`config.mk`:
```
export PLATFORM = sky130hd
export DESIGN_NAME = mir_rx_deframer
export DESIGN_NICKNAME = d
export VERILOG_FILES = /design/src/rtl/mir_rx_deframer.sv
export SDC_FILE = /design/constraint.sdc
export NUM_CORES = 1
export LEC_CHECK = 0
export BUFFER_PORTS_ARGS = -buffer_cell sky130_fd_sc_hd__buf_2
export CELL_PAD_IN_SITES_DETAIL_PLACEMENT = 0
export CELL_PAD_IN_SITES_GLOBAL_PLACEMENT = 2
export CORE_UTILIZATION = 42
export CTS_BUF_LIST = sky130_fd_sc_hd__clkbuf_4
export DETAILED_ROUTE_END_ITERATION = 16
export GPL_TIMING_DRIVEN = 0
export PLACE_DENSITY_LB_ADDON = 0.1
export SLEW_MARGIN = 10
export SYNTH_ARGS = -nofsm -noshare
export SYNTH_HDL_FRONTEND = slang
export SYNTH_SLANG_ARGS = --single-unit
```
`constraint.sdc`:
```
create_clock -name clk -period 2.7 [get_ports clk]
set_clock_uncertainty 0.2 [all_clocks]
set_input_delay 0.27 -clock clk [delete_from_list [all_inputs] [get_ports clk]]
set_output_delay 0.27 -clock clk [all_outputs]
set_load 0.01 [all_outputs]
```
`src/rtl/mir_rx_deframer.sv`:
```
module mir_rx_deframer #(
  parameter int LENW = 12
) (
  input  logic            clk,
  input  logic            rst_n,
  input  logic            bit_en,
  input  logic            bit_in,
  input  logic            rx_block,
  input  logic            stat_clr,
  input  logic [LENW-1:0] max_len,
  output logic            out_valid,
  output logic [7:0]      out_data,
  output logic            out_last,
  output logic            frm_end,
  output logic [2:0]      status
);

  localparam logic [15:0] CRC_INIT = 16'hFFFF;
  localparam logic [15:0] CRC_POLY = 16'h8408;
  localparam logic [15:0] CRC_GOOD = 16'hF0B8;
  localparam logic [LENW-1:0] BCNT_MAX = '1;

  logic            in_frame, had_bits;
  logic [2:0]      ones;
  logic [5:0]      dly;
  logic [2:0]      fill;
  logic [7:0]      asmb;
  logic [2:0]      acnt;
  logic [7:0]      h0, h1, h2;
  logic [1:0]      hcnt;
  logic [15:0]     crc;
  logic [LENW-1:0] bcnt;

  logic tick, is_flag, is_abort, push, pop, pbit, byte_done;
  logic frame_close, abort_evt, len_bad, crc_bad;
  logic [7:0]  new_byte;
  logic [15:0] crc_next;
  logic [2:0]  set_bits;
  logic [LENW:0] lim;

  assign tick      = bit_en & ~rx_block;
  assign is_flag   = tick & ~bit_in & (ones == 3'd6);
  assign is_abort  = tick &  bit_in & (ones == 3'd6);
  assign push      = tick & in_frame & (ones < 3'd5);
  assign pop       = push & (fill == 3'd6);
  assign pbit      = dly[5];
  assign byte_done = pop & (acnt == 3'd7);
  assign new_byte  = {pbit, asmb[7:1]};
  assign crc_next  = (crc >> 1) ^ ((crc[0] ^ pbit) ? CRC_POLY : 16'h0000);

  assign lim         = {1'b0, max_len} + (LENW+1)'(2);
  assign len_bad     = (acnt != 3'd0) | ({1'b0, bcnt} > lim);
  assign crc_bad     = (crc != CRC_GOOD);
  assign frame_close = is_flag & had_bits;
  assign abort_evt   = is_abort & had_bits;
  assign set_bits    = {frame_close & len_bad, frame_close & crc_bad, abort_evt};

  always_ff @(posedge clk or negedge rst_n) begin
    if (!rst_n) begin
      in_frame  <= 1'b0;
      had_bits  <= 1'b0;
      ones      <= '0;
      dly       <= '0;
      fill      <= '0;
      asmb      <= '0;
      acnt      <= '0;
      h0        <= '0;
      h1        <= '0;
      h2        <= '0;
      hcnt      <= '0;
      crc       <= CRC_INIT;
      bcnt      <= '0;
      out_valid <= 1'b0;
      out_data  <= '0;
      out_last  <= 1'b0;
      frm_end   <= 1'b0;
      status    <= '0;
    end else begin
      out_valid <= 1'b0;
      out_last  <= 1'b0;
      frm_end   <= frame_close | abort_evt;
      status    <= (stat_clr ? 3'b000 : status) | set_bits;

      if (tick)
        ones <= bit_in ? ((ones == 3'd7) ? 3'd7 : ones + 3'd1) : 3'd0;

      if (is_flag | is_abort) begin
        in_frame <= is_flag;
        had_bits <= 1'b0;
        fill     <= '0;
        acnt     <= '0;
        hcnt     <= '0;
        crc      <= CRC_INIT;
        bcnt     <= '0;
      end else if (push) begin
        dly  <= {dly[4:0], bit_in};
        fill <= (fill == 3'd6) ? 3'd6 : fill + 3'd1;
        if (pop) begin
          had_bits <= 1'b1;
          crc      <= crc_next;
          asmb     <= new_byte;
          acnt     <= acnt + 3'd1;
        end
        if (byte_done) begin
          bcnt <= (bcnt == BCNT_MAX) ? bcnt : bcnt + 1'b1;
          h0   <= new_byte;
          h1   <= h0;
          h2   <= h1;
          hcnt <= (hcnt == 2'd3) ? 2'd3 : hcnt + 2'd1;
          if (hcnt == 2'd3) begin
            out_valid <= 1'b1;
            out_data  <= h2;
          end
        end
      end

      if (frame_close && hcnt == 2'd3) begin
        out_valid <= 1'b1;
        out_data  <= h2;
        out_last  <= 1'b1;
      end
    end
  end

endmodule


```
# [After elaboration in Yosys (flattened, before gate mapping)]
# Cells that the tools add are included.
[op_classes] order_cmp=2 n_eq_ne=9 n_reduce_logical=15 bitwise=22 muxes=35 add_sub_neg=6
[op_table] cell="two-way mux 16 bit" count=4
[op_table] cell="two-way mux 12 bit" count=4
[op_table] cell="two-way mux 8 bit" count=5
[op_table] cell="two-way mux 3 bit" count=9
[op_table] cell="inequality test 16 bit, second input constant" count=1
[op_table] cell="bitwise XOR 15 x 16 -> 16 bit" count=1
[op_table] cell="adder 12 x 2 -> 13 bit, second input constant" count=1
[op_table] cell="bitwise AND 1 bit" count=13
[op_table] cell="> comparator 12 x 13 -> 1 bit" count=1
[op_table] cell="adder 12 x 1 -> 12 bit, second input constant" count=1
[op_table] cell="== test 12 bit, second input constant" count=1
[op_table] cell="== test 3 bit, second input constant" count=4
[op_table] cell="nonzero test 2 bit" count=6
[op_table] cell="adder 3 x 1 -> 3 bit, second input constant" count=3
[op_table] cell="two-way mux 1 bit" count=9
[op_table] cell="AND reduction 3 bit" count=3
[op_table] cell="two-way mux 2 bit" count=4
[op_table] cell="AND reduction 2 bit" count=3
[op_table] cell="AND reduction 4 bit" count=1
[op_table] cell="less-than comparator 3 bit, second input constant" count=1
[op_table] cell="inverter 1 bit" count=3
[op_table] cell="OR 1 bit" count=3
[op_table] cell="OR 3 bit" count=1
[op_table] cell="nonzero test 3 bit" count=1
[op_table] cell="6 further kinds" count=6
[totals] in_bits=18 regBits=93 wordCells=107

# [Logic depth before layout (Yosys ltp)]
[logic_depth] depth_word=10 depth_mapped=10 ltp_nobuf=10

# [Least setup slack after synthesis]
# Ideal clock, no wire load.
[synth_timing] path_type="flip-flop to flip-flop" from="register ones[0]" to="register out_data[0]" setup_time_ns=0.125 stages_incl_launch_ff=8 slack_ns=0.437 required_time_ns=2.375 arrival_time_ns=1.938 path_cell_list="dfrtp_1 inv_1 ha_1 nand2_2 or2_1 or3_4 a21oi_4 mux2_4"
[synth_via] elab_chain_len=6 elab_cells_between_ends=16 classes_between="order compare (1); eq/ne (2); mux (1); bitwise (7); reduce/logical (5)"
[synth_lines] item="start: declaration" line="24" source="logic [2:0] ones;"
[synth_lines] item="start signal: assignment" line="85" source="ones <= bit_in ? ((ones == 3'd7) ? 3'd7 : ones + 3'd1) : 3'd0;"
[synth_lines] item="less-than comparator 3 bit / == test 3 bit (equally long branches)" line="44, 42, 43"
[synth_lines] item="bitwise AND 1 bit (on tied branches)" line="44, 42"
[synth_lines] item="bitwise AND 1 bit (on tied branches)" line="45, 54"
[synth_lines] item="bitwise AND 1 bit / logical AND 1 bit (equally long branches)" line="47, 117"
[synth_lines] item="nonzero test 2 bit (no source line) / inequality test 2 x 1 -> 1 bit (equally long branches)"
[synth_lines] item="AND reduction 4 bit (no source line)"
[synth_lines] item="end signal: assignment" line="74" source="out_data <= '0;"
[synth_lines] item="end signal: assignment" line="112" source="out_data <= h2;"
[synth_lines] item="end signal: assignment" line="119" source="out_data <= h2;"
[synth_lines] item="end: declaration" line="12" source="output logic [7:0] out_data,"
# Several ways; a longest one is shown, not always the timed one.
# A chain may end at the register's enable or synchronous reset.

# [Worst setup path after layout]
[layout_timing] from="register acnt[0]" to="register out_data[7]"
[layout_via] elab_chain_len=4
[layout_lines] item="start: declaration" line="28" source="logic [2:0] acnt;"
[layout_lines] item="start signal: assignment" line="102" source="acnt <= acnt + 3'd1;"
[layout_lines] item="== test 3 bit" line="47" source="assign byte_done = pop & (acnt == 3'd7);"
[layout_lines] item="bitwise AND 1 bit" line="47"
[layout_lines] item="nonzero test 2 bit (no source line)"
[layout_lines] item="AND reduction 4 bit (no source line)"
# Every way passes these cells.

==> out/qor.yml <==
floorplan:
  dieWidth_um: 104
  coreArea_sq_um: 9910
  pin_count: 32
  start_util: 0.438
  die_y_um: 104
  fp.dieArea_sq_um: 10800
  rows: 36
route:
  drt_pass1_iterations: 4
  avgRoutedWirePerCell_um: 14.5
  num_vias: 2809
  drt_iter0_drc: 95
  drt-total-wl_mm: 8.06
  antenna_left: 0
  vias_per_cell: 5.07
  drc: 0
clocking:
  cts.repair.resized: 0
  cts_tree: "done"
  htree_levels: 3
  clock_latency_ps: 420
  path_clk_slew_ps: 150
  cts-buffers-inserted: 9
  cts_max_path_buffers: 2
  cts.sink_count: 92
  root_buffer: "clkbuf_4"
critical_path:
  criticalPathCategory: "register to register"
  path_buf_inv: 1
  crit_chain: "ha_1 > ha_1 > nand3_1 > nor3_2 > nand2_4 > a21oi_4 > buf_12 > mux2_4"
  crit_path_start_kind: "register"
  crit_arrival_ps: 2520
  cp.required_ps: 2820
  slowest_delay_ps: 430
  cp_max_fo: 9
  path_delay_family: "simple AND/OR/NAND/NOR gates"
  crit_top_cell: "ha_1"
  worstSetupEndpointType: "register"
  critPathSlowestCell: "dfrtp_1"
sta:
  fmax_ghz: 0.417
  worst_pin_slew_ps: 737
  maxSlewHeadroom: 0.504
  finalSetupViolCount: 0
  fin_tns_setup_ps: 0
  drv_slew: 0
  finalCritPeriodShare: 0.888
  fin_crit_ps: 2400
  finalHoldViolations: 0
  rsz0062_at_grt: "false"
global_route:
  grtUsageMet3: 0.0359
  grt_max_degree: 51
  grt_first_pass_wirelength_mm: 14.3
  use_met2: 0.262
  antenna_found_initial: 0
  overflow: 0
  busiest_layer: "met2"
  grt_pass1_vias: 2948
  grtUsageMet1: 0.231
  track_usage: 0.166
synth:
  yosysWarnings: 0
  syn_area_per_cell_sq_um: 11.8
  async_flop_share: 1.00
  synth-compound-area-share: 0.0812
  synth_ff_type: "dfrtp_1"
  synth_edf_count: 0
  synth.cell_area_sq_um: 4340
  synth.distinct_cells: 52
  yosys.area_share.simple: 0.145
  syn_inst: 368
  ys_ff_latch: 92
  synth_top_family_by_area: "simple AND/OR/NAND/NOR gates"
  synthMuxAreaShare: 0.113
  yosysSeqAreaShare: 0.535
  syn_nets: 407
  synth-xor-area-share: 0.0403
  synthAdderAreaFrac: 0.0605
power:
  ir_drop_mv: 0.270
  total_power_uw: 2380
  power.leakage_uw: 0.00240
  powerDensity_nw_per_um2: 487
final_layout:
  num_antenna_cells: 0
  finalNetCount: 455
  fill_cells: 928
  drive_gt1_frac: 0.271
  syn2layout_area_growth_pct: 12.4
outcome:
  run_status: "completed"
hold_path:
  hp-class: "input pin to register"
placement:
  gp_congestion: 0.728
  detailed_place_hpwl_mm: 5.78
  io_buffers: 31
flow_run:
  maxCapViolations: 0
==> cell type report <==
| cell class | instances | area, sq um | area share |
|---|---|---|---|
| Multi-Input combinational cell | 253 | 1910 | 0.392 |
| Inverter | 14 | 52.6 | 0.0108 |
| Sequential cell | 92 | 2320 | 0.476 |
| Clock buffer | 9 | 67.6 | 0.0138 |
| Tap cell | 133 | 166 | 0.0341 |
| Buffer | 9 | 56.3 | 0.0115 |
| Clock inverter | 7 | 58.8 | 0.0120 |
| Timing Repair Buffer | 37 | 245 | 0.0502 |
==> layer usage <==
metal	routed length, um	part of all wire
met5	0	0
met4	39	0.0048
met3	204	0.025
met2	3570	0.44
met1	4240	0.53
==> power breakdown <==
part / total [uW] / switching [uW] / leakage [uW] / internal (uW)
Clock: 702 / 496 / 0.0000644 / 206
Sequential: 1480 / 39.8 / 0.00121 / 1440
Combinational: 198 / 114 / 0.00112 / 84.0
Total: 2380 / 650 / 0.00240 / 1730
==> worst register-to-register path, cell delays in order (launching register included) <==
cell	delay [ps]
dfrtp_1	430
ha_1	170
ha_1	200
nand3_1	140
nor3_2	360
nand2_4	170
a21oi_4	170
buf_12	160
mux2_4	310
==> kinds of logic after synthesis <==
kind of cell / after synthesis
AOI/OAI and AO/OA: 48
and+or+nand+nor: 123
adders and majority gates: 21
DFF: 92
muxes: 41
xor gates and xnor gates: 20
buffers and inverters: 23
==> cells in the mapped netlist, types with 2 or more instances <==
master / n / share of area
mux2_4: 9 / 0.031
dfrtp_1: 76 / 0.44
mux2_2: 24 / 0.062
inv_1: 14 / 0.012
xor2_1: 10 / 0.020
mux2_1: 6 / 0.016
o22ai_1: 2 / 0.0029
nand2_1: 40 / 0.035
o21ai_0: 7 / 0.0081
nand3_1: 19 / 0.022
nand4_1: 4 / 0.0058
o22a_1: 16 / 0.032
and3_1: 3 / 0.0043
a21oi_1: 7 / 0.0081
nor2_1: 24 / 0.021
and3b_1: 3 / 0.0060
nand3b_1: 2 / 0.0035
buf_2: 6 / 0.0069
nor3_1: 4 / 0.0046
nor4_1: 8 / 0.012
a211oi_1: 3 / 0.0052
mux2i_1: 2 / 0.0046
xnor2_1: 10 / 0.020
or3_1: 2 / 0.0029
or4b_2: 2 / 0.0046
dfstp_2: 16 / 0.097
o21ai_1: 2 / 0.0023
buf_6: 2 / 0.0052
nand4b_1: 2 / 0.0040
ha_1: 21 / 0.060
==> worst paths after layout <==
| path | slack [ps] | endpoint | start | cells after the start |
|---|---|---|---|---|
| min in group asynchronous | 190 | bcnt[1] | rst_n | 2 |
| min | 60 | status[2] | max_len[11] | 3 |
| max reg2reg | 300 | out_data[7] | acnt[0] | 8 |
| max in group asynchronous | 1490 | asmb[2] | rst_n | 3 |
| min reg2reg | 290 | dly[1] | dly[0] | 2 |
| max | 300 | out_data[7] | acnt[0] | 8 |
==> flip-flops by register name, indices dropped and copies added, names as in the netlist, 3 cells and up <==
signal    cells
crc          16
bcnt         12
h0            8
h1            8
h2            8
out_data      8
asmb          7
dly           6
acnt          3
fill          3
ones          3
status        3
==> cell usage in the layout (no fill, tap or decap), types with 2 or more instances in the layout <==
master / netlist / routed
a211oi_1: 3 / 3
and3b_1: 3 / 3
xnor2_1: 10 / 10
dfrtp_1: 76 / 76
nand3_1: 19 / 19
clkinvlp_4: 0 / 2
buf_6: 2 / 2
nor4_1: 8 / 8
nand2_1: 40 / 40
and3_1: 3 / 3
or4b_2: 2 / 2
or3_1: 2 / 2
ha_1: 21 / 21
buf_2: 6 / 36
dfstp_2: 16 / 16
o22ai_1: 2 / 2
mux2i_1: 2 / 2
mux2_1: 6 / 6
nor2_1: 24 / 24
xor2_1: 10 / 10
o21ai_1: 2 / 2
nand4b_1: 2 / 2
dlygate4sd3_1: 0 / 4
o22a_1: 16 / 16
mux2_2: 24 / 24
clkbuf_4: 0 / 9
inv_6: 0 / 2
nor3_1: 4 / 4
nand4_1: 4 / 4
a21oi_1: 7 / 7
o21ai_0: 7 / 7
inv_8: 0 / 2
mux2_4: 9 / 9
nand3b_1: 2 / 2
inv_1: 14 / 14
==> metrics by stage <==
stage	util	std cells	setup slack, ps	instance area (sq um)	hold slack, ps
after floorplan	-	368	437	4340	-226
after global placement	0.471	532	43.2	4670	250
after detailed placement	0.474	533	50.0	4700	115
after CTS	0.491	553	103	4860	9.05
after global routing	0.493	554	149	4880	32.4
final	0.493	554	301	4880	56.4
==> what timing repair did <==
item / CTS / global route
endpoints found under the setup margin: 0 / 8
endpoints found under the hold margin: 49 / 0
hold buffers: 4 / 0
setup buffers: 0 / 1
(Power assumes the default switching activity.)
